### src/rtl/cmp_event_pkg.sv
package cmp_event_pkg;
    localparam int MODE_W = 4;

    localparam logic [MODE_W-1:0] MD_OFF    = 4'b0000;
    localparam logic [MODE_W-1:0] MD_TOGGLE = 4'b0010;
    localparam logic [MODE_W-1:0] MD_SETHI  = 4'b1000;
    localparam logic [MODE_W-1:0] MD_SETLO  = 4'b1001;
    localparam logic [MODE_W-1:0] MD_FLAG   = 4'b1010;
    localparam logic [MODE_W-1:0] MD_SPEC   = 4'b1011;

    typedef struct packed {
        logic drive_pin;
        logic raise_flag;
        logic toggle;
        logic force_hi;
        logic force_lo;
        logic init_en;
        logic init_lvl;
        logic special;
        logic off;
    } act_t;

    typedef struct packed {
        logic              pin;
        logic              oe;
        logic              flag;
        logic              trst;
        logic              conv;
        logic [MODE_W-1:0] mode_prev;
    } st_t;
endpackage

### src/rtl/cmp_match_detect.sv
module cmp_match_detect #(
    parameter int TW = 16
) (
    input  logic          clk,
    input  logic          rst_n,
    input  logic [TW-1:0] timer_val,
    input  logic [TW-1:0] compare_val,
    output logic          hit
);
    logic eq, eq_d, eq_q;

    always_comb begin
        eq   = (timer_val == compare_val);
        eq_d = eq;
        hit  = eq & ~eq_q;
    end

    always_ff @(posedge clk or negedge rst_n) begin
        if (!rst_n) eq_q <= 1'b0;
        else        eq_q <= eq_d;
    end
endmodule

### src/rtl/cmp_mode_decode.sv
module cmp_mode_decode
    import cmp_event_pkg::*;
(
    input  logic [MODE_W-1:0] mode,
    output act_t              act
);
    always_comb begin
        act = '0;
        case (mode)
            MD_OFF: act.off = 1'b1;
            MD_TOGGLE: begin
                act.drive_pin  = 1'b1;
                act.raise_flag = 1'b1;
                act.toggle     = 1'b1;
            end
            MD_SETHI: begin
                act.drive_pin  = 1'b1;
                act.raise_flag = 1'b1;
                act.force_hi   = 1'b1;
                act.init_en    = 1'b1;
                act.init_lvl   = 1'b0;
            end
            MD_SETLO: begin
                act.drive_pin  = 1'b1;
                act.raise_flag = 1'b1;
                act.force_lo   = 1'b1;
                act.init_en    = 1'b1;
                act.init_lvl   = 1'b1;
            end
            MD_FLAG: act.raise_flag = 1'b1;
            MD_SPEC: begin
                act.drive_pin  = 1'b1;
                act.raise_flag = 1'b1;
                act.special    = 1'b1;
            end
            default: act = '0;
        endcase
    end
endmodule

### src/rtl/cmp_event_unit.sv
module cmp_event_unit
    import cmp_event_pkg::*;
#(
    parameter int TW = 16
) (
    input  logic              clk,
    input  logic              rst_n,
    input  logic [TW-1:0]     timer_val,
    input  logic [TW-1:0]     compare_val,
    input  logic [MODE_W-1:0] mode,
    input  logic              flag_clr,
    output logic              pin_out,
    output logic              pin_oe,
    output logic              irq_flag,
    output logic              timer_rst,
    output logic              conv_start
);
    logic hit;
    logic entry;
    act_t act;
    st_t  st_d, st_q;

    cmp_match_detect #(.TW(TW)) u_match (
        .clk         (clk),
        .rst_n       (rst_n),
        .timer_val   (timer_val),
        .compare_val (compare_val),
        .hit         (hit)
    );

    cmp_mode_decode u_dec (
        .mode (mode),
        .act  (act)
    );

    always_comb begin
        st_d           = st_q;
        st_d.trst      = 1'b0;
        st_d.conv      = 1'b0;
        st_d.mode_prev = mode;
        st_d.oe        = act.drive_pin;
        entry          = (mode != st_q.mode_prev);

        if (flag_clr) st_d.flag = 1'b0;

        if (entry) begin
            if (act.init_en) st_d.pin = act.init_lvl;
        end else if (hit) begin
            if (act.toggle)     st_d.pin  = ~st_q.pin;
            if (act.force_hi)   st_d.pin  = 1'b1;
            if (act.force_lo)   st_d.pin  = 1'b0;
            if (act.raise_flag) st_d.flag = 1'b1;
            if (act.special) begin
                st_d.trst = 1'b1;
                st_d.conv = 1'b1;
            end
        end

        if (act.off) begin
            st_d.pin  = 1'b0;
            st_d.flag = 1'b0;
        end
    end

    always_ff @(posedge clk or negedge rst_n) begin
        if (!rst_n) st_q <= '0;
        else        st_q <= st_d;
    end

    assign pin_out    = st_q.pin;
    assign pin_oe     = st_q.oe;
    assign irq_flag   = st_q.flag;
    assign timer_rst  = st_q.trst;
    assign conv_start = st_q.conv;
endmodule

### config.mk
export PLATFORM = sky130hd
export DESIGN_NAME = cmp_event_unit
export DESIGN_NICKNAME = d
export VERILOG_FILES = /design/src/rtl/cmp_event_pkg.sv /design/src/rtl/cmp_match_detect.sv /design/src/rtl/cmp_mode_decode.sv /design/src/rtl/cmp_event_unit.sv
export SDC_FILE = /design/constraint.sdc
export NUM_CORES = 1
export LEC_CHECK = 0
export BUFFER_PORTS_ARGS = -buffer_cell sky130_fd_sc_hd__clkbuf_2
export CAP_MARGIN = 30
export CELL_PAD_IN_SITES_DETAIL_PLACEMENT = 0
export CELL_PAD_IN_SITES_GLOBAL_PLACEMENT = 1
export CORE_MARGIN = 5
export CORE_UTILIZATION = 30
export CTS_BUF_LIST = sky130_fd_sc_hd__clkbuf_16
export DETAILED_ROUTE_END_ITERATION = 6
export PLACE_DENSITY = 0.88
export SLEW_MARGIN = 20
export SYNTH_ARGS = -nofsm -noshare
export SYNTH_HDL_FRONTEND = slang
export SYNTH_HIERARCHICAL = 1
export SYNTH_SLANG_ARGS = --single-unit
### constraint.sdc
create_clock -name clk -period 3.05 [get_ports clk]
set_clock_uncertainty 0.15 [all_clocks]
set_input_delay 0.1525 -clock clk [delete_from_list [all_inputs] [get_ports clk]]
set_output_delay 0.1525 -clock clk [all_outputs]
set_load 0.005 [all_outputs]
# Yosys cells after proc, flatten, opt, wreduce, memory -nomap -nowiden
# Cells that the tools add are included.
[totals] wordCells=45 output_inout_bits=5 inputBits=39 register_bits=10
[op_classes] n_eq_ne=8 mux=21 n_bitwise=3 n_reduce_logical=6
[ops] cell="1-bit 2-to-1 mux" n=17
[ops] cell="16-bit == test" n=1
[ops] cell="4-bit == test, second input constant" n=4
[ops] cell="3-bit 2-to-1 mux" n=2
[ops] cell="5-bit nonzero test" n=1
[ops] cell="5-bit OR reduction" n=1
[ops] cell="4-bit by 2-bit == test with 1-bit output, second input constant" n=1
[ops] cell="4-bit zero test" n=1
[ops] cell="4-bit inequality test" n=1
[ops] cell="2-bit case mux with 2 select lines" n=1
[ops] cell="4-bit OR reduction" n=1
[ops] cell="3-bit by 1-bit inequality test with 1-bit output, second input constant" n=1
[ops] cell="3-bit AND reduction" n=1
[ops] cell="3-bit nonzero test" n=1
[ops] cell="2-bit 2-to-1 mux" n=1
[ops] cell="1-bit inverter" n=2
[ops] cell="1-bit AND" n=1

# Longest topological paths before layout
# Gate-level depths: netlist of the first run.
[depth] depth_word=8 mapped_depth=7 ltp_nobuf=7

# Hierarchy
# The synthesis of the first run kept the hierarchy.
[by_module_without_submodules] module="cmp_event_unit" cells_each=27 n_inst=1 seq_area_each_um2=200.2 area_per_inst_um2=337.8
[by_module_without_submodules] module="cmp_match_detect" cells_each=23 n_inst=1 seq_area_each_um2=25.0 area_per_inst_um2=209.0
[by_module_without_submodules] module="cmp_mode_decode" cells_each=14 n_inst=1 seq_area_each_um2=0.0 area_per_inst_um2=87.6

# Least setup slack after synthesis of the first run
# No wires, ideal clock.
[synth_timing] path_type="input -> register" start="input port compare_val[10]" end="register st_q, in the netlist pin_out" path_buffers=0 setup_time_ns=0.066 arrival_time_ns=1.258 stages=7 required_ns=2.834 path_slack_ns=1.576 cell_sequence="xnor2_1 nand4_1 nor4_2 nor2b_1 o21ai_0 a21oi_1 a31o_1"
[synth_via] elab_chain_len=4
[synth_rtl] item="from (decl)" line_no="cmp_event_unit.sv:9" text="input logic [TW-1:0] compare_val,"
[synth_rtl] item="16-bit == test" line_no="cmp_match_detect.sv:13" text="eq = (timer_val == compare_val);"
[synth_rtl] item="net u_match.eq" line_no="cmp_match_detect.sv:10" text="logic eq, eq_d, eq_q;"
[synth_rtl] item="1-bit AND" line_no="cmp_match_detect.sv:15" text="hit = eq & ~eq_q;"
[synth_rtl] item="net hit" line_no="cmp_event_unit.sv:18" text="logic hit;"
[synth_rtl] item="3-bit nonzero test (no source line)"
[synth_rtl] item="3-bit AND reduction (no source line)"
[synth_rtl] item="to (signal assigned)" line_no="cmp_event_unit.sv:67" text="else st_q <= st_d;"
[synth_rtl] item="to (decl)" line_no="cmp_event_unit.sv:21" text="st_t st_d, st_q;"
# The timed path passes the listed nets, and every way through them passes these cells.
# A chain may end at the register's enable or synchronous reset.

# Worst setup path after layout of the first run
[layout_timing] start="input port mode[0]" end="register st_q, in the netlist pin_out"
[layout_via] elab_chain_len=7 word_cells_on_any_way=20 classes_between="eq/ne: 5; mux: 11; reduce/logical: 4"
[layout_rtl] item="from (decl)" line_no="cmp_event_unit.sv:10" text="input logic [MODE_W-1:0] mode,"
[layout_rtl] item="4-bit == test" line_no="cmp_mode_decode.sv:9" text="case (mode)"
[layout_rtl] item="1-bit 2-to-1 mux" line_no="cmp_mode_decode.sv:9"
[layout_rtl] item="1-bit 2-to-1 mux" line_no="cmp_event_unit.sv:50" text="if (act.force_hi) st_d.pin = 1'b1;"
[layout_rtl] item="1-bit 2-to-1 mux" line_no="cmp_event_unit.sv:51" text="if (act.force_lo) st_d.pin = 1'b0;"
[layout_rtl] item="1-bit 2-to-1 mux" line_no="cmp_event_unit.sv:48" text="end else if (hit) begin"
[layout_rtl] item="1-bit 2-to-1 mux" line_no="cmp_event_unit.sv:46" text="if (entry) begin"
[layout_rtl] item="1-bit 2-to-1 mux" line_no="cmp_event_unit.sv:59" text="if (act.off) begin"
# Parallel ways exist; a longest one is shown, timed or not. The select of a mux whose other input is x is not followed.

==> impl_metrics.json, run 1 <==
{
  "syn_area_sq_um": 634.4,
  "powerDensity_nw_per_um2": 441.8,
  "die_w_microns": 55.99,
  "clock-sinks": 9,
  "grt_max_degree": 10,
  "synth-seq-cells": 9,
  "routed_wl_microns": 1593,
  "grt.overflow.total": 0,
  "cp_num_buf_inv": 2,
  "cp.arrival_ps": 1720,
  "syn_avg_cell_area_sq_um": 9.912,
  "coreArea_sq_um": 1982,
  "drcViolationCount": 0,
  "ant_nets": 0,
  "power.switching_mw": 0.09812,
  "hp-class": "in2reg",
  "comb_power_share": 0.184,
  "via_count": 621,
  "cts_setup_buffers": 0,
  "grt_pass1_wl_microns": 2870,
  "synth_top_family_by_area": "XOR/XNOR gates",
  "drtPass1Iterations": 4,
  "path_cells": "dlygate4sd3_1 -> clkbuf_2 -> xor2_1 -> nor4_4 -> nor3_1 -> a31o_1",
  "rsz0062_at_grt": "no",
  "dieArea_sq_um": 3134,
  "yosysWarningCount": 6,
  "utilization": 0.5038,
  "clk_latency_ps": 240,
  "ir_drop_uv": 221.9,
  "crit_type": "in2reg",
  "final_cell_mix": "43 x clkbuf_2, 16 x xnor2_1, 9 x dfrtp_1",
  "cts.reportedPaths.clkPinSlew_ps": 40,
  "area_growth_pct": 57.40,
  "dieHeight_microns": 55.99,
  "cp_max_fo": 7,
  "htree_levels": 1,
  "drt_iter0_drc": 7,
  "startpoint_type": "primary input",
  "via_per_inst": 4.404,
  "hold_viol": 0,
  "p_int_mw": 0.3430,
  "ys_seq_area_frac": 0.3550,
  "max_freq_mhz": 572.9,
  "path_delay_family": "buffers and inverters",
  "rows": 16,
  "final_nets": 154,
  "max_cap_viol_count": 0,
  "clock_path_buffers": 2,
  "io_buffer_count": 43,
  "worstMarginPinSlew_ps": 343.9,
  "netlist_instances": 64,
  "synth_fa_ha_area_frac": 0,
  "ctsRootBufferMaster": "clkbuf_16",
  "muxShareOfSynthArea": 0.03156,
  "crit_slowest_cell": "dlygate4sd3_1",
  "ys_types": 23,
  "cts-buffers-inserted": 3,
  "cts_tree": "built",
  "required_ps": 3030,
  "relSlewSlack": 0.7690,
  "antenna_found_initial": 0,
  "min_period_ps": 1745,
  "slowest_delay_ps": 540,
  "status": "complete, no violations",
  "seq_power_share": 0.287,
  "syn_nets": 103,
  "swShare": 0.2224,
  "synth_xor_area_frac": 0.2761,
  "synthSimpleGateAreaFrac": 0.2367,
  "min_period_over_period": 0.5723,
  "gp_congestion": 0.7383,
  "drive_gt1_frac": 0.4561,
  "p_clk_frac": 0.529,
  "grt_usage": 0.1178,
  "grt_pass1_vias": 717,
  "ios": 44,
  "hold-worst-slack_ps": 72.10,
  "fin_setup_tns_ps": 0,
  "p_leak_nw": 0.4807,
  "n_antenna_cell": 0,
  "r2r_setup_slack_ps": 1560,
  "maxSlewViolCount": 0,
  "cp-end-kind": "flip-flop",
  "wl_per_cell_microns": 11.30,
  "final_common_cell": "clkbuf_2",
  "power_mw": 0.4411,
  "initial_utilization": 0.3201,
  "synth-compound-area-share": 0.05917,
  "setup_viol": 0
}
[final timing paths]
check                                   startpoint                     end  depth (start not counted)
worst max-delay path                       mode[0]     pin_out$_DFFE_PN0P_                          6
worst min-delay path                 timer_val[11]  u_match/eq_q$_DFF_PN0_                          4
worst max register to register   st_q[0]$_DFF_PN0_     pin_out$_DFFE_PN0P_                          4
worst min register to register  irq_flag$_DFF_PN0_      irq_flag$_DFF_PN0_                          2
max in group asynchronous                    rst_n  u_match/eq_q$_DFF_PN0_                          2
min in group asynchronous                    rst_n       st_q[0]$_DFF_PN0_                          2
[final cells by class]
class / count / area, sq um
fill: 186 / 983.4
clock buffer: 3 / 75.07
timing repair buffer: 48 / 265.3
tap: 27 / 33.78
inverter: 3 / 11.26
sequential: 9 / 225.2
multi-input combinational: 50 / 382.9
clock inverter: 1 / 5.005
[cells in the mapped netlist (all sizes together)]
cell	number	area share
mux2i	2	0.032
nor3b	1	0.020
a21oi	2	0.016
nor2b	1	0.0099
nand2	2	0.012
nor3	3	0.024
xnor2	16	0.22
buf	2	0.024
nand2b	2	0.024
nor2	4	0.024
nor4	2	0.053
a32oi	1	0.014
a31o	1	0.014
or2	1	0.0099
and2	1	0.0099
and3	1	0.012
xor2	4	0.055
inv	3	0.018
nand4	4	0.039
o21ai	2	0.016
dfrtp	9	0.36
[flip-flops by register name, summed over array words and instances, names as in the netlist]
| name | count |
|---|---|
| u_match/eq_q | 1 |
| st_q | 4 |
| irq_flag | 1 |
| conv_start | 1 |
| pin_out | 1 |
| pin_oe | 1 |
[layer usage]
layer	up-vias	part of all wire	GRT usage	wire length, microns
li1	316	-	-	-
met1	252	0.39	0.1301	620
met2	50	0.46	0.1920	736
met3	3	0.12	0.04176	198
met4	0	0.024	0.07119	38
met5	-	0	0	0
[worst min-delay path: cells and delay by family]
kind | cells | cell delay [ps]
xor+xnor | 1 | 50
simple gates | 2 | 120
buf+inv | 1 | 80
[stage by stage]
step / std cells / setup slack, ps / instance area, sq um
floorplan: 64 / 1576 / 634.4
global placement: 132 / 1353 / 868.3
detailed placement: 132 / 1271 / 868.3
CTS: 141 / 1309 / 998.5
global route: 141 / 1156 / 998.5
finish: 141 / 1305 / 998.5
[logic make-up (layout without fill, tap and decap cells)]
logic type | count (synthesis) | in the layout
xor+xnor | 20 | 20
buf+inv | 5 | 55
mux | 2 | 2
compound gates | 6 | 6
simple gates | 22 | 22
flops | 9 | 9
[power by group through the flow]
stage | sequential (mW) | clock [mW] | combinational [mW]
after detailed placement | 0.128 | 0 | 0.0777
after CTS | 0.127 | 0.240 | 0.0827
final | 0.127 | 0.233 | 0.0814
after floorplan | 0.128 | 0 | 0.0376
after global placement | 0.128 | 0 | 0.0754
after global routing | 0.127 | 0.249 | 0.0915
[timing repair]
| action | in CTS | in global routing |
|---|---|---|
| hold buffers | 5 | 0 |
| hold endpoints to repair | 13 | 0 |
| resized for setup | 0 | 0 |
No activity file was read; power rests on OpenSTA's default activity.
==> run 2: changes to the inputs <==
--- a/config.mk
+++ b/config.mk
@@ -10,10 +10,10 @@
 export CELL_PAD_IN_SITES_DETAIL_PLACEMENT = 0
 export CELL_PAD_IN_SITES_GLOBAL_PLACEMENT = 1
 export CORE_MARGIN = 5
-export CORE_UTILIZATION = 30
+export CORE_UTILIZATION = 25
 export CTS_BUF_LIST = sky130_fd_sc_hd__clkbuf_16
 export DETAILED_ROUTE_END_ITERATION = 6
-export PLACE_DENSITY = 0.88
+export PLACE_DENSITY = 0.79
 export SLEW_MARGIN = 20
 export SYNTH_ARGS = -nofsm -noshare
 export SYNTH_HDL_FRONTEND = slang
==> constraint.sdc (replaced) <==
create_clock -name clk -period 1.6 [get_ports clk]
set_clock_uncertainty 0.15 [all_clocks]
set_input_delay 0.08 -clock clk [delete_from_list [all_inputs] [get_ports clk]]
set_output_delay 0.08 -clock clk [all_outputs]
set_load 0.005 [all_outputs]
==> impl_metrics.json, run 2 (synthesis gave the netlist of run 1 again) <==
{
  "status": "complete, no violations",
  "n_antenna_cell": 0,
  "rows": 18,
  "dp.cells": 135,
  "final_cell_mix": "43 x clkbuf_2, 16 x xnor2_1, 9 x dfrtp_1",
  "via_per_inst": 4.497,
  "ir_drop_uv": 510.1,
  "drcViolationCount": 0,
  "min_period_over_period": 0.9263,
  "ant_nets": 0,
  "hp-class": "in2reg",
  "relSlewSlack": 0.7651,
  "dieHeight_microns": 60.37,
  "ctsRootBufferMaster": "clkbuf_16",
  "area_growth_pct": 59.57,
  "clock-sinks": 9,
  "seq_area_sq_um": 225.2,
  "top_register": "st_q",
  "utilization": 0.4123,
  "p_leak_nw": 0.4849,
  "wl_per_cell_microns": 11.16,
  "hold-worst-slack_ps": 2.679,
  "rr_worst_depth": 4,
  "coreArea_sq_um": 2455,
  "grt_pass1_wl_microns": 2870,
  "slowest_delay_ps": 380,
  "cts-buffers-inserted": 3,
  "final_nets": 155,
  "io_buffer_count": 43,
  "crit_type": "reg2reg",
  "rsz0062_at_grt": "no",
  "drt_iter0_drc": 5,
  "fin_cells": 145,
  "routed_wl_microns": 1618,
  "gp_congestion": 0.7091,
  "powerDensity_nw_per_um2": 821.6,
  "cts.reportedPaths.clkPinSlew_ps": 40,
  "maxSlewViolCount": 0,
  "post-place-ws_ps": -106.6,
  "largest_reg_flops": 4,
  "min_period_ps": 1482,
  "dp_hpwl_microns": 1405,
  "die_w_microns": 60.37,
  "grt.overflow.total": 0,
  "cts_tree": "built",
  "crit_slowest_cell": "nor4_4",
  "dieArea_sq_um": 3645,
  "cp.arrival_ps": 1450,
  "antenna_found_initial": 0,
  "final_common_cell": "clkbuf_2",
  "initial_utilization": 0.2584,
  "grt_max_degree": 10,
  "hold_path_depth": 4,
  "cp-end-kind": "flip-flop",
  "required_ps": 1570,
  "htree_levels": 1,
  "drtPass1Iterations": 4,
  "grt_usage": 0.1049,
  "clk_latency_ps": 230,
  "hold_viol": 0,
  "via_count": 652,
  "path_cells": "xor2_1 -> nor4_4 -> nor3_1 -> a31o_1",
  "max_cap_viol_count": 0,
  "setup_ws_ps": 117.9,
  "fillers": 245,
  "multi_input_area_sq_um": 382.9,
  "clock_path_buffers": 2,
  "worstMarginPinSlew_ps": 349.6,
  "cts_resized": 0,
  "cts_setup_buffers": 0,
  "max_freq_mhz": 674.7,
  "startpoint_type": "flip-flop",
  "grt_pass1_vias": 726,
  "ios": 44,
  "drive_gt1_frac": 0.4522,
  "cp_max_fo": 4,
  "hold_buffers": 6,
  "setup_viol": 0
}
run 2: worst paths after layout:
path                                    startpoint                     end  slack, ps
worst max-delay path             st_q[0]$_DFF_PN0_     pin_out$_DFFE_PN0P_        120
worst min-delay path                  timer_val[5]  u_match/eq_q$_DFF_PN0_          3
worst max register to register   st_q[0]$_DFF_PN0_     pin_out$_DFFE_PN0P_        120
worst min register to register  irq_flag$_DFF_PN0_      irq_flag$_DFF_PN0_        380
max in group asynchronous                    rst_n       st_q[3]$_DFF_PN0_       1020
min in group asynchronous                    rst_n        pin_oe$_DFF_PN0_         90
run 2: where the power goes:
| part | leakage, nW | internal, mW | switching, mW | total, mW |
|---|---|---|---|---|
| registers | 0.115 | 0.237 | 0.00411 | 0.241 |
| clock network | 0.0409 | 0.329 | 0.105 | 0.433 |
| logic | 0.329 | 0.0886 | 0.0683 | 0.157 |
| total | 0.485 | 0.655 | 0.177 | 0.832 |
run 2: through the flow:
stage	instance area [sq um]	total power, mW	TNS [ps]
global route	1012	0.8786	0
global placement	872.1	0.3880	0
detailed placement	872.1	0.3926	-106.6
floorplan	634.4	0.3161	0
finish	1012	0.8316	0
CTS	1012	0.8469	0
run 2: metal layers:
layer | vias to the layer above | part of all wire | global-route usage
li1 | 319 | - | -
met2 | 44 | 0.47 | 0.1775
met5 | - | 0 | 0
met1 | 285 | 0.37 | 0.1161
met3 | 4 | 0.15 | 0.04043
met4 | 0 | 0.013 | 0.04747
run 2: critical path: cells and delay by family, from the launching register on:
| kind | cells | cell delay (ps) |
|---|---|---|
| XOR/XNOR | 1 | 190 |
| AND/OR/NAND/NOR | 2 | 470 |
| flip-flops | 1 | 370 |
| AO/OA/AOI/OAI | 1 | 190 |
run 2: final cells by class:
cell class,count,share of cell area
tap,30,0.03708
inverter,3,0.01112
clock inverter,1,0.004944
sequential,9,0.2225
timing repair buffer,49,0.2719
multi-input combinational,50,0.3782
clock buffer,3,0.07417
==> run 3: changes to the inputs <==
--- a/config.mk
+++ b/config.mk
@@ -14,6 +14,7 @@
 export CTS_BUF_LIST = sky130_fd_sc_hd__clkbuf_16
 export DETAILED_ROUTE_END_ITERATION = 6
 export PLACE_DENSITY = 0.79
+export REMOVE_ABC_BUFFERS = 1
 export SLEW_MARGIN = 20
 export SYNTH_ARGS = -nofsm -noshare
 export SYNTH_HDL_FRONTEND = slang
==> impl_metrics.json, run 3 (synthesis gave the netlist of run 1 again) <==
{
  "cp_max_fo": 4,
  "post-place-ws_ps": -105.3,
  "ios": 44,
  "grt_max_degree": 10,
  "dieArea_sq_um": 3645,
  "max_cap_viol_count": 0,
  "multi_input_area_sq_um": 390.4,
  "powerDensity_nw_per_um2": 816.0,
  "gp_congestion": 0.8042,
  "fillers": 258,
  "initial_utilization": 0.2584,
  "required_ps": 1570,
  "maxSlewViolCount": 0,
  "n_antenna_cell": 0,
  "ant_nets": 0,
  "grt_pass1_vias": 761,
  "clock_path_buffers": 2,
  "area_growth_pct": 60.16,
  "drcViolationCount": 0,
  "via_per_inst": 4.441,
  "cts_setup_buffers": 0,
  "max_freq_mhz": 677.1,
  "fin_setup_tns_ps": 0,
  "rows": 18,
  "final_cell_mix": "43 x clkbuf_2, 16 x xnor2_1, 9 x dfrtp_1",
  "min_period_ps": 1477,
  "hp-class": "in2reg",
  "relSlewSlack": 0.7542,
  "final_nets": 155,
  "final_common_cell": "clkbuf_2",
  "cts-buffers-inserted": 3,
  "utilization": 0.4139,
  "drive_gt1_frac": 0.4609,
  "drtPass1Iterations": 4,
  "min_period_over_period": 0.9230,
  "clk_latency_ps": 230,
  "cts.reportedPaths.clkPinSlew_ps": 40,
  "worstMarginPinSlew_ps": 365.9,
  "startpoint_type": "flip-flop",
  "largest_reg_flops": 4,
  "grt_pass1_wl_microns": 3125,
  "final_area_sq_um": 1016,
  "crit_type": "reg2reg",
  "dp_hpwl_microns": 1460,
  "die_w_microns": 60.37,
  "status": "complete, no violations",
  "cp.arrival_ps": 1450,
  "wl_per_cell_microns": 12.01,
  "clock-sinks": 9,
  "htree_levels": 1,
  "cts_tree": "built",
  "cp-end-kind": "flip-flop",
  "via_count": 644,
  "coreArea_sq_um": 2455,
  "top_register": "st_q",
  "seq_area_sq_um": 225.2,
  "setup_ws_ps": 123.2,
  "hold_viol": 0,
  "ctsRootBufferMaster": "clkbuf_16",
  "routed_wl_microns": 1742,
  "io_buffer_count": 43,
  "dpl_cell_area_sq_um": 879.6,
  "antenna_found_initial": 0,
  "drt_iter0_drc": 6,
  "hold-worst-slack_ps": 3.789,
  "grt.overflow.total": 0,
  "grt_usage": 0.1199,
  "ir_drop_uv": 414.0,
  "p_leak_nw": 0.4877,
  "setup_viol": 0,
  "dieHeight_microns": 60.37
}
## run 3: cell count changes in the layout (fill, tap and decap cells not counted), sizes merged
cell	previous run	this run
clkinv	1	0
buf	0	1
dlygate4sd3	6	5
inv	3	4
## run 3: power breakdown
| group | internal, mW | switching [mW] |
|---|---|---|
| combinational | 0.0870 | 0.0677 |
| clock | 0.326 | 0.107 |
| sequential | 0.237 | 0.00424 |
| total | 0.651 | 0.179 |
## run 3: through the flow
stage / total power [mW] / cells
floorplan: 0.3152 / 62
global placement: 0.3864 / 136
global route: 0.8754 / 145
finish: 0.8291 / 145
CTS: 0.8417 / 145
detailed placement: 0.3931 / 136
## run 3: area by class of cell
cell class,count,share of cell area
Multi-Input combinational cell,50,0.3842
Tap cell,30,0.03695
Inverter,3,0.01108
Clock inverter,1,0.003695
Timing Repair Buffer,49,0.2685
Sequential cell,9,0.2217
Clock buffer,3,0.07389
## run 3: final timing paths
| kind | from | to | slack [ps] | cells after the start |
|---|---|---|---|---|
| max | st_q[0]$_DFF_PN0_ | pin_out$_DFFE_PN0P_ | 120 | 4 |
| min in group asynchronous | rst_n | st_q[3]$_DFF_PN0_ | 100 | 2 |
| max reg2reg | st_q[0]$_DFF_PN0_ | pin_out$_DFFE_PN0P_ | 120 | 4 |
| min reg2reg | irq_flag$_DFF_PN0_ | irq_flag$_DFF_PN0_ | 400 | 2 |
| min | timer_val[5] | u_match/eq_q$_DFF_PN0_ | 4 | 4 |
| max in group asynchronous | rst_n | st_q[0]$_DFF_PN0_ | 1000 | 2 |
## run 3: what timing repair did
action / in CTS / in global routing
hold buffers: 5 / 0
endpoints found under the hold margin: 13 / 0
resized for setup: 0 / 2
endpoints found under the setup margin: 0 / 1
## run 3: per-layer routing
metal  part of all wire  routed length [microns]  track usage  vias up
met5                  0                        0            0        -
li1                   -                        -            -      320
met3               0.15                      255      0.07234        2
met1               0.37                      642       0.1244      278
met4              0.015                       26      0.06646        0
met2               0.47                      817       0.1883       44
## run 3: worst max-delay path, stage by stage, from the launching register on
cell and delay (ps):
dfrtp_1 360, xor2_1 180, nor4_4 380, nor3_1 90
a31o_1 190
